[src/rtl/conv_cascade_pkg.sv]
package conv_cascade_pkg;

    localparam int SAMPLE_W  = 12;
    localparam int COEF_W    = 10;
    localparam int CHAIN_W   = 16;
    localparam int NUM_TAPS  = 9;
    localparam int PROD_W    = SAMPLE_W + COEF_W;
    localparam int ACC_W     = PROD_W + $clog2(NUM_TAPS) + 1;

    // delay-line shapes: first tap sits TAP_LEAD registers behind the port
    localparam int TAP_LEAD   = 1;
    localparam int A_DEPTH    = 4;
    localparam int B_DEPTH    = 9;
    localparam int C_DEPTH    = 3;
    localparam int CHAIN_LEAD = 2;

    localparam int LAT_FIR    = 12;
    localparam int LAT_GRID33 = 6;
    localparam int LAT_GRID42 = 7;
    localparam int MAX_LAT    = LAT_FIR;
    localparam int RUN_W      = $clog2(MAX_LAT + 2);

    typedef enum logic [1:0] {
        MODE_IDLE   = 2'b00,
        MODE_FIR    = 2'b01,
        MODE_GRID33 = 2'b10,
        MODE_GRID42 = 2'b11
    } conv_mode_e;

    typedef logic signed [SAMPLE_W-1:0] sample_t;
    typedef logic signed [COEF_W-1:0]   coef_t;
    typedef logic signed [PROD_W-1:0]   prod_t;
    typedef logic signed [ACC_W-1:0]    acc_t;

    typedef struct packed {
        sample_t smp;
        coef_t   wgt;
    } tap_pair_t;

    function automatic int mode_latency(conv_mode_e m);
        case (m)
            MODE_FIR:    return LAT_FIR;
            MODE_GRID33: return LAT_GRID33;
            MODE_GRID42: return LAT_GRID42;
            default:     return 0;
        endcase
    endfunction

endpackage

[src/rtl/conv_tap_delay.sv]
module conv_tap_delay #(
    parameter int W     = 12,
    parameter int LEAD  = 1,
    parameter int COUNT = 4
) (
    input  logic                      clk,
    input  logic [W-1:0]              din,
    output logic [COUNT-1:0][W-1:0]   taps
);
    localparam int LEN = LEAD + COUNT;

    logic [LEN-1:0][W-1:0] line_q;

    always_ff @(posedge clk) begin
        line_q[0] <= din;
        for (int k = 1; k < LEN; k++) begin
            line_q[k] <= line_q[k-1];
        end
    end

    generate
        for (genvar j = 0; j < COUNT; j++) begin : g_tap
            assign taps[j] = line_q[LEAD + j];
        end
    endgenerate

endmodule

[src/rtl/conv_tap_router.sv]
module conv_tap_router
    import conv_cascade_pkg::*;
(
    input  conv_mode_e                               mode,
    input  logic [A_DEPTH-1:0][SAMPLE_W-1:0]         a_taps,
    input  logic [B_DEPTH-1:0][SAMPLE_W-1:0]         b_taps,
    input  logic [C_DEPTH-1:0][SAMPLE_W-1:0]         c_taps,
    input  logic [NUM_TAPS*COEF_W-1:0]               coef_bus,
    output tap_pair_t [NUM_TAPS-1:0]                 pairs
);
    // tap index j of a delay line carries the sample taken 4+j edges
    // before the output edge
    sample_t smp_sel [NUM_TAPS];

    always_comb begin
        for (int i = 0; i < NUM_TAPS; i++) begin
            smp_sel[i] = '0;
        end
        case (mode)
            MODE_FIR: begin
                smp_sel[0] = sample_t'(a_taps[2]);
                smp_sel[1] = sample_t'(a_taps[1]);
                smp_sel[2] = sample_t'(a_taps[0]);
                smp_sel[3] = sample_t'(b_taps[5]);
                smp_sel[4] = sample_t'(b_taps[4]);
                smp_sel[5] = sample_t'(b_taps[3]);
                smp_sel[6] = sample_t'(b_taps[8]);
                smp_sel[7] = sample_t'(b_taps[7]);
                smp_sel[8] = sample_t'(b_taps[6]);
            end
            MODE_GRID33: begin
                smp_sel[0] = sample_t'(a_taps[2]);
                smp_sel[1] = sample_t'(a_taps[1]);
                smp_sel[2] = sample_t'(a_taps[0]);
                smp_sel[3] = sample_t'(b_taps[2]);
                smp_sel[4] = sample_t'(b_taps[1]);
                smp_sel[5] = sample_t'(b_taps[0]);
                smp_sel[6] = sample_t'(c_taps[2]);
                smp_sel[7] = sample_t'(c_taps[1]);
                smp_sel[8] = sample_t'(c_taps[0]);
            end
            MODE_GRID42: begin
                smp_sel[0] = sample_t'(a_taps[2]);
                smp_sel[1] = sample_t'(a_taps[1]);
                smp_sel[2] = sample_t'(a_taps[0]);
                smp_sel[3] = sample_t'(b_taps[2]);
                smp_sel[4] = sample_t'(b_taps[1]);
                smp_sel[5] = sample_t'(b_taps[0]);
                smp_sel[6] = sample_t'(b_taps[3]);
                smp_sel[8] = sample_t'(a_taps[3]);
            end
            default: ;
        endcase
    end

    generate
        for (genvar i = 0; i < NUM_TAPS; i++) begin : g_pair
            assign pairs[i].smp = smp_sel[i];
            assign pairs[i].wgt = coef_t'(coef_bus[i*COEF_W +: COEF_W]);
        end
    endgenerate

endmodule

[src/rtl/conv_mac_tree.sv]
module conv_mac_tree
    import conv_cascade_pkg::*;
(
    input  logic                       clk,
    input  tap_pair_t [NUM_TAPS-1:0]   pairs,
    output acc_t                       sum_q
);
    prod_t prod_q [NUM_TAPS];
    acc_t  acc_d;

    generate
        for (genvar i = 0; i < NUM_TAPS; i++) begin : g_mul
            always_ff @(posedge clk) begin
                prod_q[i] <= prod_t'($signed(pairs[i].smp)) * prod_t'($signed(pairs[i].wgt));
            end
        end
    endgenerate

    always_comb begin
        acc_d = '0;
        for (int i = 0; i < NUM_TAPS; i++) begin
            acc_d = acc_d + acc_t'(prod_q[i]);
        end
    end

    always_ff @(posedge clk) begin
        sum_q <= acc_d;
    end

endmodule

[src/rtl/conv_mode_tracker.sv]
module conv_mode_tracker
    import conv_cascade_pkg::*;
(
    input  logic        clk,
    input  logic        rst,
    input  conv_mode_e  mode,
    output logic        valid_next
);
    localparam logic [RUN_W-1:0] RUN_MAX = '1;

    conv_mode_e       mode_q;
    logic [RUN_W-1:0] run_q;
    logic [RUN_W-1:0] run_d;

    // run_d counts the consecutive edges, this one included, that saw the
    // current non-idle mode with reset low
    always_comb begin
        if (rst || mode == MODE_IDLE) begin
            run_d = '0;
        end else if (mode != mode_q) begin
            run_d = RUN_W'(1);
        end else if (run_q == RUN_MAX) begin
            run_d = run_q;
        end else begin
            run_d = run_q + RUN_W'(1);
        end
        valid_next = (mode != MODE_IDLE) && (int'(run_d) >= mode_latency(mode) + 1);
    end

    always_ff @(posedge clk) begin
        if (rst) begin
            mode_q <= MODE_IDLE;
            run_q  <= '0;
        end else begin
            mode_q <= mode;
            run_q  <= run_d;
        end
    end

endmodule

[src/rtl/conv_cascade_mac.sv]
module conv_cascade_mac
    import conv_cascade_pkg::*;
#(
    parameter int ROUND_SHIFT = 6
) (
    input  logic                          clk,
    input  logic                          rst,
    input  logic [1:0]                    mode_sel,
    input  logic [SAMPLE_W-1:0]           smp_a,
    input  logic [SAMPLE_W-1:0]           smp_b,
    input  logic [SAMPLE_W-1:0]           smp_c,
    input  logic [NUM_TAPS*COEF_W-1:0]    coef_bus,
    input  logic [CHAIN_W-1:0]            chain_in,
    output logic [CHAIN_W-1:0]            chain_out,
    output logic                          chain_valid
);
    localparam acc_t ROUND_HALF = acc_t'(1) <<< (ROUND_SHIFT - 1);

    conv_mode_e                        mode_e;
    logic [A_DEPTH-1:0][SAMPLE_W-1:0]  a_taps;
    logic [B_DEPTH-1:0][SAMPLE_W-1:0]  b_taps;
    logic [C_DEPTH-1:0][SAMPLE_W-1:0]  c_taps;
    logic [0:0][CHAIN_W-1:0]           chain_taps;
    tap_pair_t [NUM_TAPS-1:0]          pairs;
    acc_t                              sum_q;
    acc_t                              rounded;
    acc_t                              chain_ext;
    logic                              valid_next;

    assign mode_e = conv_mode_e'(mode_sel);

    conv_tap_delay #(.W(SAMPLE_W), .LEAD(TAP_LEAD), .COUNT(A_DEPTH)) u_dly_a (
        .clk (clk), .din (smp_a), .taps (a_taps)
    );
    conv_tap_delay #(.W(SAMPLE_W), .LEAD(TAP_LEAD), .COUNT(B_DEPTH)) u_dly_b (
        .clk (clk), .din (smp_b), .taps (b_taps)
    );
    conv_tap_delay #(.W(SAMPLE_W), .LEAD(TAP_LEAD), .COUNT(C_DEPTH)) u_dly_c (
        .clk (clk), .din (smp_c), .taps (c_taps)
    );
    // chain input: sampled value reaches the output register three edges on
    conv_tap_delay #(.W(CHAIN_W), .LEAD(CHAIN_LEAD), .COUNT(1)) u_dly_chain (
        .clk (clk), .din (chain_in), .taps (chain_taps)
    );

    conv_tap_router u_router (
        .mode     (mode_e),
        .a_taps   (a_taps),
        .b_taps   (b_taps),
        .c_taps   (c_taps),
        .coef_bus (coef_bus),
        .pairs    (pairs)
    );

    conv_mac_tree u_mac (
        .clk   (clk),
        .pairs (pairs),
        .sum_q (sum_q)
    );

    conv_mode_tracker u_track (
        .clk        (clk),
        .rst        (rst),
        .mode       (mode_e),
        .valid_next (valid_next)
    );

    assign rounded   = (sum_q + ROUND_HALF) >>> ROUND_SHIFT;
    assign chain_ext = acc_t'($signed(chain_taps[0]));

    always_ff @(posedge clk) begin
        if (rst) begin
            chain_out   <= '0;
            chain_valid <= 1'b0;
        end else begin
            chain_valid <= valid_next;
            chain_out   <= valid_next ? CHAIN_W'(rounded + chain_ext) : '0;
        end
    end

    // idle mode never yields a valid result
    assert_idle_never_valid_R2: assert property (@(posedge clk) disable iff (rst)
        chain_valid |-> ($past(mode_sel) != MODE_IDLE))
        else $error("valid output under idle mode");

    // any mode switch drops validity on the following edge
    assert_flush_on_switch_R9: assert property (@(posedge clk) disable iff (rst)
        (mode_sel != $past(mode_sel)) |=> !chain_valid)
        else $error("valid survived a mode switch");

    // a valid result needs a steady mode over at least the last four edges
    assert_window_steady_R8: assert property (@(posedge clk) disable iff (rst)
        chain_valid |-> ($past(mode_sel, 1) == $past(mode_sel, 2) &&
                         $past(mode_sel, 2) == $past(mode_sel, 3) &&
                         $past(mode_sel, 3) == $past(mode_sel, 4)))
        else $error("valid asserted inside a mode transition window");

    // flushed output reads zero
    assert_quiet_when_invalid_R9: assert property (@(posedge clk) disable iff (rst)
        !chain_valid |-> (chain_out == '0))
        else $error("non-zero output while not valid");

endmodule

[config.mk]
export PLATFORM = sky130hd
export DESIGN_NAME = conv_cascade_mac
export DESIGN_NICKNAME = d
export VERILOG_FILES = /design/src/rtl/conv_cascade_pkg.sv /design/src/rtl/conv_tap_delay.sv /design/src/rtl/conv_tap_router.sv /design/src/rtl/conv_mac_tree.sv /design/src/rtl/conv_mode_tracker.sv /design/src/rtl/conv_cascade_mac.sv
export SDC_FILE = /design/constraint.sdc
export NUM_CORES = 2
export LEC_CHECK = 0
export ABC_CLOCK_PERIOD_IN_PS = 7800
export BUFFER_PORTS_ARGS = -buffer_cell sky130_fd_sc_hd__buf_4
export CORE_ASPECT_RATIO = 1.2
export CORE_MARGIN = 4
export CORE_UTILIZATION = 39
export CTS_CLUSTER_DIAMETER = 60
export CTS_CLUSTER_SIZE = 12
export DETAILED_ROUTE_END_ITERATION = 16
export GPL_ROUTABILITY_DRIVEN = 0
export PLACE_DENSITY = 0.64
export SLEW_MARGIN = 25
export SYNTH_ARGS = -nofsm -noshare
export SYNTH_HDL_FRONTEND = slang
export SYNTH_SLANG_ARGS = --single-unit
export TNS_END_PERCENT = 5
[constraint.sdc]
create_clock -name clk -period 7.8 [get_ports clk]
set_clock_uncertainty 0.1 [all_clocks]
set_input_delay 0.39 -clock clk [delete_from_list [all_inputs] [get_ports clk]]
set_output_delay 0.39 -clock clk [all_outputs]
set_load 0.01 [all_outputs]
---- Word level (Yosys, flattened, before mapping) ----
Memories as Yosys holds them, arrays and structs flattened.
Index checks and enable logic that the tools add are counted.
operators by class
  $add $sub $neg .......................... 12
  multipliers ............................. 9
  order comparisons ....................... 1
  equal/unequal tests ..................... 5
  multiplexer cells ....................... 7
  bitwise gates (word level) .............. 1
  reductions and logical operators ........ 5
operators by type and width
  operator                                                                count
  84-bit case mux with 3 select lines                                     1
  12-bit by 10-bit multiplier with 22-bit output                          9
  22-bit adder                                                            8
  12-bit case mux with 3 select lines                                     1
  5-bit by 32-bit greater-or-equal comparator with 1-bit output           1
  12-bit case mux with 2 select lines                                     1
  22-bit by 7-bit adder with 22-bit output (second input constant)        1
  16-bit adder                                                            1
  4-bit two-way mux                                                       3
  4-bit case mux with 3 select lines                                      1
  4-bit by 1-bit adder with 5-bit output (second input constant)          1
  4-bit by 1-bit adder with 4-bit output (second input constant)          1
  2-bit equality test (second input constant)                             2
  4-bit equality test (second input constant)                             1
  2-bit by 1-bit equality test with 1-bit output (second input constant)  1
  2-bit zero test                                                         1
  2-bit inequality test                                                   1
  2-bit nonzero test                                                      1
  2-bit OR reduction                                                      1
  1-bit logical AND                                                       1
  1-bit logical OR                                                        1
  1-bit NOT                                                               1
word-level totals
  register bits after elaboration ......... 321
  bits in writable memories ............... 198
  output and inout port bits .............. 17
  logic and storage cells ................. 68
  memories kept ........................... 1
memory list
  memory        depth  width  read ports  clocked after Yosys merged registers in  write ports  RTL line            text
  u_mac.prod_q  9      22     9           0                                        9            conv_mac_tree.sv:8  prod_t prod_q [NUM_TAPS];

---- Longest topological paths before layout ----
An unclocked memory read counts as a cell.
  depth in word-level cells ............... 9
  gate-level depth with buffers ........... 29

---- Modules after synthesis ----
From an unflattened synthesis, not the netlist that was laid out.
unflattened totals
  cells, all modules ...................... 6,511
  area total of the unflattened synthesis .. 61,780.5 um2
modules (own cells, without submodules)
  module                        times used  cells each  area each (um2)  seq. area each (um2)
  conv_mac_tree                 1           5,497       50,721.1         4,504.3
  conv_tap_delay (u_dly_b)      1           228         3,213.1          2,402.3
  conv_tap_router               1           308         2,093.3          0.0
  conv_tap_delay (u_dly_a)      1           108         1,561.5          1,201.2
  conv_cascade_mac              1           170         1,438.9          340.3
  conv_tap_delay (u_dly_c)      1           84          1,231.2          960.9
  conv_tap_delay (u_dly_chain)  1           64          1,081.0          960.9
  conv_mode_tracker             1           52          440.4            120.1

---- Least setup slack after synthesis ----
OpenSTA, ideal clock, no wires.
  path kind ............................... input-to-reg
  start point ............................. input mode_sel[0]
  end point ............................... memory u_mac.prod_q[0][21] (netlist name)
  data arrival time ....................... 6,262 ps
  path slack .............................. 1,317 ps
  stages .................................. 29
  buffers on the path ..................... 4
  cell sequence ........................... ha_1 -> buf_2 -> or2_2 -> buf_2 -> nor2_1 -> nor2_1 -> clkbuf_1 -> and2_1 -> clkbuf_1 -> nand2_1 -> fa_1 -> inv_1 -> fa_1 -> inv_1 -> fa_1 -> inv_1 -> fa_1 -> inv_1 -> fa_1 -> inv_1 -> ha_1 -> a21oi_1 -> o21ai_2 -> o31ai_4 -> o221a_2 -> nor3_1 -> a2111oi_2 -> a21oi_1 -> xnor2_1
RTL lines
  item             RTL line               text
  start, declared  conv_cascade_mac.sv:8  input logic [1:0] mode_sel,
  end, declared    conv_mac_tree.sv:8

==> results.json <==
{
  "status": "complete, no violations",
  "hpwl_microns": 128000,
  "maxCapViolCount": 0,
  "grt_max_degree": 121,
  "grtUsageTotal_pct": 19.8,
  "final_util_pct": 43.4,
  "yosys.area.top_type": "fa_1",
  "grt_setup_unrepaired": "false",
  "synth_area_sq_um": 58400,
  "synth_top_family_by_area": "adder cells",
  "grt_pass1_wl_microns": 242000,
  "clk_latency_ns": 0.69,
  "synthSimpleGateAreaFrac_pct": 13.4,
  "cp_slowest_stage_delay_ns": 0.56,
  "first_iter_violations": 2653,
  "clkSlewWorstSetupHoldPaths_ns": 0.06,
  "viasPerCell": 4.93,
  "io_buffers": 162,
  "yosys_warnings": 0,
  "place_area_sq_um": 62000,
  "start_kind": "input pin",
  "die_h_microns": 432,
  "cts_setup_buffers": 0,
  "worstRegToRegCells": 19,
  "synth_xor_area_share_pct": 4.03,
  "die_area_sq_um": 156000,
  "die_x_microns": 361,
  "relSlewSlack_pct": 35.2,
  "critical_path.slowest_cell": "fa_1",
  "postRouteAntennaNets": 0,
  "avgSynthCellArea_sq_um": 9.62,
  "grt_overflow": 0,
  "ys_ff_latch": 514,
  "fmax_ghz": 0.141,
  "cts_made_buffers": 61,
  "fin_ws_ns": 0.708,
  "drt_pass1_iterations": 7,
  "syn_nets": 7844,
  "area_delta_synth_final_pct": 10.5,
  "end_kind": "flop",
  "ctsHtreeMaxLevel": 2,
  "dpl_worst_slack_ns": 0.600,
  "netlist_instances": 6069,
  "maxSlewViolCount": 0,
  "clockRootBuffer": "clkbuf_16",
  "cpMostUsedCell": "fa_1",
  "antenna_found_initial": 17,
  "synth_edf_count": 0,
  "hold_viol": 0,
  "synth_flop_cell": "dfxtp_1",
  "grt_pass1_vias": 43746,
  "core_area_sq_um": 149000,
  "nNetsFinal": 8033,
  "synth_area_leaders": "fa_1, dfxtp_1, ha_1",
  "critPathKind": "input pin to flop",
  "fin_crit_ns": 7.09,
  "initial_core_util_pct": 39.3,
  "finalSetupViolCount": 0,
  "synthAdderAreaFrac_pct": 49.1,
  "synth.distinct_cells": 74,
  "post_drt_wl_per_cell_microns": 18.2,
  "design_area_sq_um": 64500,
  "routed-via-count": 40686,
  "synth_compound_area_share_pct": 5.36,
  "routed_wl_microns": 150000,
  "worstPathCellList": "dlygate4sd3_1 -> buf_4 -> inv_1 -> ha_2 -> buf_4 -> a22oi_1 -> buf_4 -> nor2_1 -> and2_1 -> fa_1 -> fa_1 -> fa_1 -> fa_1 -> inv_1 -> fa_1 -> inv_1 -> ha_1 -> a21o_1 -> a21o_1 -> or3_1 -> nor3_1 -> nor3_1 -> nor4_1 -> nand3b_1",
  "hold_class": "input pin to flop",
  "cts_tree": "done",
  "drive_gt1_share_pct": 5.74,
  "worst_pin_slew_ns": 0.969,
  "timing.critical_path.required_ns": 8.33,
  "crit_fanout": 30,
  "async_flop_share_pct": 0,
  "drc": 0,
  "cts-resized-gates": 0,
  "synth.area.mux_share_pct": 0.0879,
  "fp-row-count": 155,
  "cts_buffer_depth": 3,
  "finalSetupTns_ns": 0,
  "post-route-period-util_pct": 90.9,
  "crit_arrival_ns": 7.62,
  "synth.top_cell.area_share_pct": 37.9,
  "cts_sinks": 514,
  "min_path_cells": 4,
  "seq_area_frac_synth_pct": 17.6,
  "io_pins": 163
}
## sequential cells by signal, indices dropped and copies added (netlist names)
name,count
chain_out,16
chain_valid,1
u_dly_a.line_q,12
u_dly_a.taps,48
u_dly_b.line_q,12
u_dly_b.taps,108
u_dly_c.line_q,12
u_dly_c.taps,36
u_dly_chain.line_q,32
u_dly_chain.taps,16
u_mac.prod_q,198
u_mac.sum_q,17
u_track.mode_q,2
u_track.run_q,4
## synth_stat cells, drive strengths merged (8+ instances only)
cell type     n
nor2b        20
nor3         89
xnor2       212
clkbuf      155
fa         1106
or2          14
o31ai        15
nand2       513
a22oi        48
a211o         8
o211ai        9
nor4         10
a21o         45
and2        333
clkinv        9
inv        1435
nor2        242
or3          19
dfxtp       514
a21oi       115
nand3       114
o21a         12
o21ai        68
a222oi       24
xor2         57
a31oi        18
o21bai       32
and3        199
ha          523
buf          18
nand2b       11
a211oi       15
## layout by cell type, fill, tap and decap left out, types with 24 or more instances in the layout
cell	netlist	routed
dfxtp_1	514	514
fa_1	1106	1106
nand3_1	114	114
nor3_1	87	87
a22oi_1	48	48
xor2_1	57	57
buf_4	0	232
nor2_1	242	241
and3_1	199	199
a21o_1	45	45
inv_1	1435	1435
ha_1	523	521
xnor2_1	212	212
a222oi_1	24	24
dlygate4sd3_1	0	64
a21oi_1	112	112
and2_1	330	330
clkbuf_16	0	61
o21ai_0	63	63
nand2_1	513	513
o21bai_1	32	32
## cell families after synthesis
group           count (synthesis)
buf+inv                      1617
compound gates                451
simple gates                 1584
flops                         514
xor+xnor                      269
fa+ha+maj                    1629
mux                             5
## repair_timing
action	in CTS	in global routing
endpoints found under the setup margin	0	0
hold endpoints to repair	64	0
hold buffers	64	0
## final cells by class
class,instances,area (sq um)
fill,14185,84200
multi-input combinational,3938,42000
sequential,514,10300
inverter,1444,5420
tap,1962,2450
timing repair buffer,299,2440
clock buffer,65,1550
clock inverter,28,305
antenna,9,22.5
## critical path, delay by kind of cell
kind / cells / cell delay [ns]
AO/OA/AOI/OAI: 3 / 0.62
adder cells (fa/ha/maj): 7 / 3.09
AND/OR/NAND/NOR: 7 / 1.98
buffers and inverters: 7 / 1.53
## through the flow
step / hold slack, ns / instances
floorplan: 0.210 / 6069
finish: 0.0755 / 8259
detailed placement: 0.212 / 8093
global route: 0.0808 / 8254
CTS: 0.0374 / 8250
global placement: 0.210 / 8093
## final timing paths
kind | startpoint | to | slack, ns
max reg2reg | u_dly_b.taps[47] | u_mac.prod_q[0][130] | 1.30
min reg2reg | u_dly_a.line_q[7] | u_dly_a.taps[7] | 0.22
max | mode_sel[1] | u_mac.prod_q[0][86] | 0.71
min | mode_sel[0] | u_track.run_q[0] | 0.08
## layer usage
metal | vias to the layer above | part of all wire (%) | routed length [microns] | GRT usage [%]
met5 | - | 0.039 | 58 | 0
met4 | 8 | 5.6 | 8360 | 9.29
met3 | 284 | 5.3 | 7910 | 2.89
met2 | 1058 | 50 | 74500 | 34.3
met1 | 20520 | 40 | 59600 | 24.3
li1 | 18816 | - | - | -
Power is left out: the tool's default activity adds up to more than one toggle a clock period on the data nets, which glitch-free logic cannot reach.
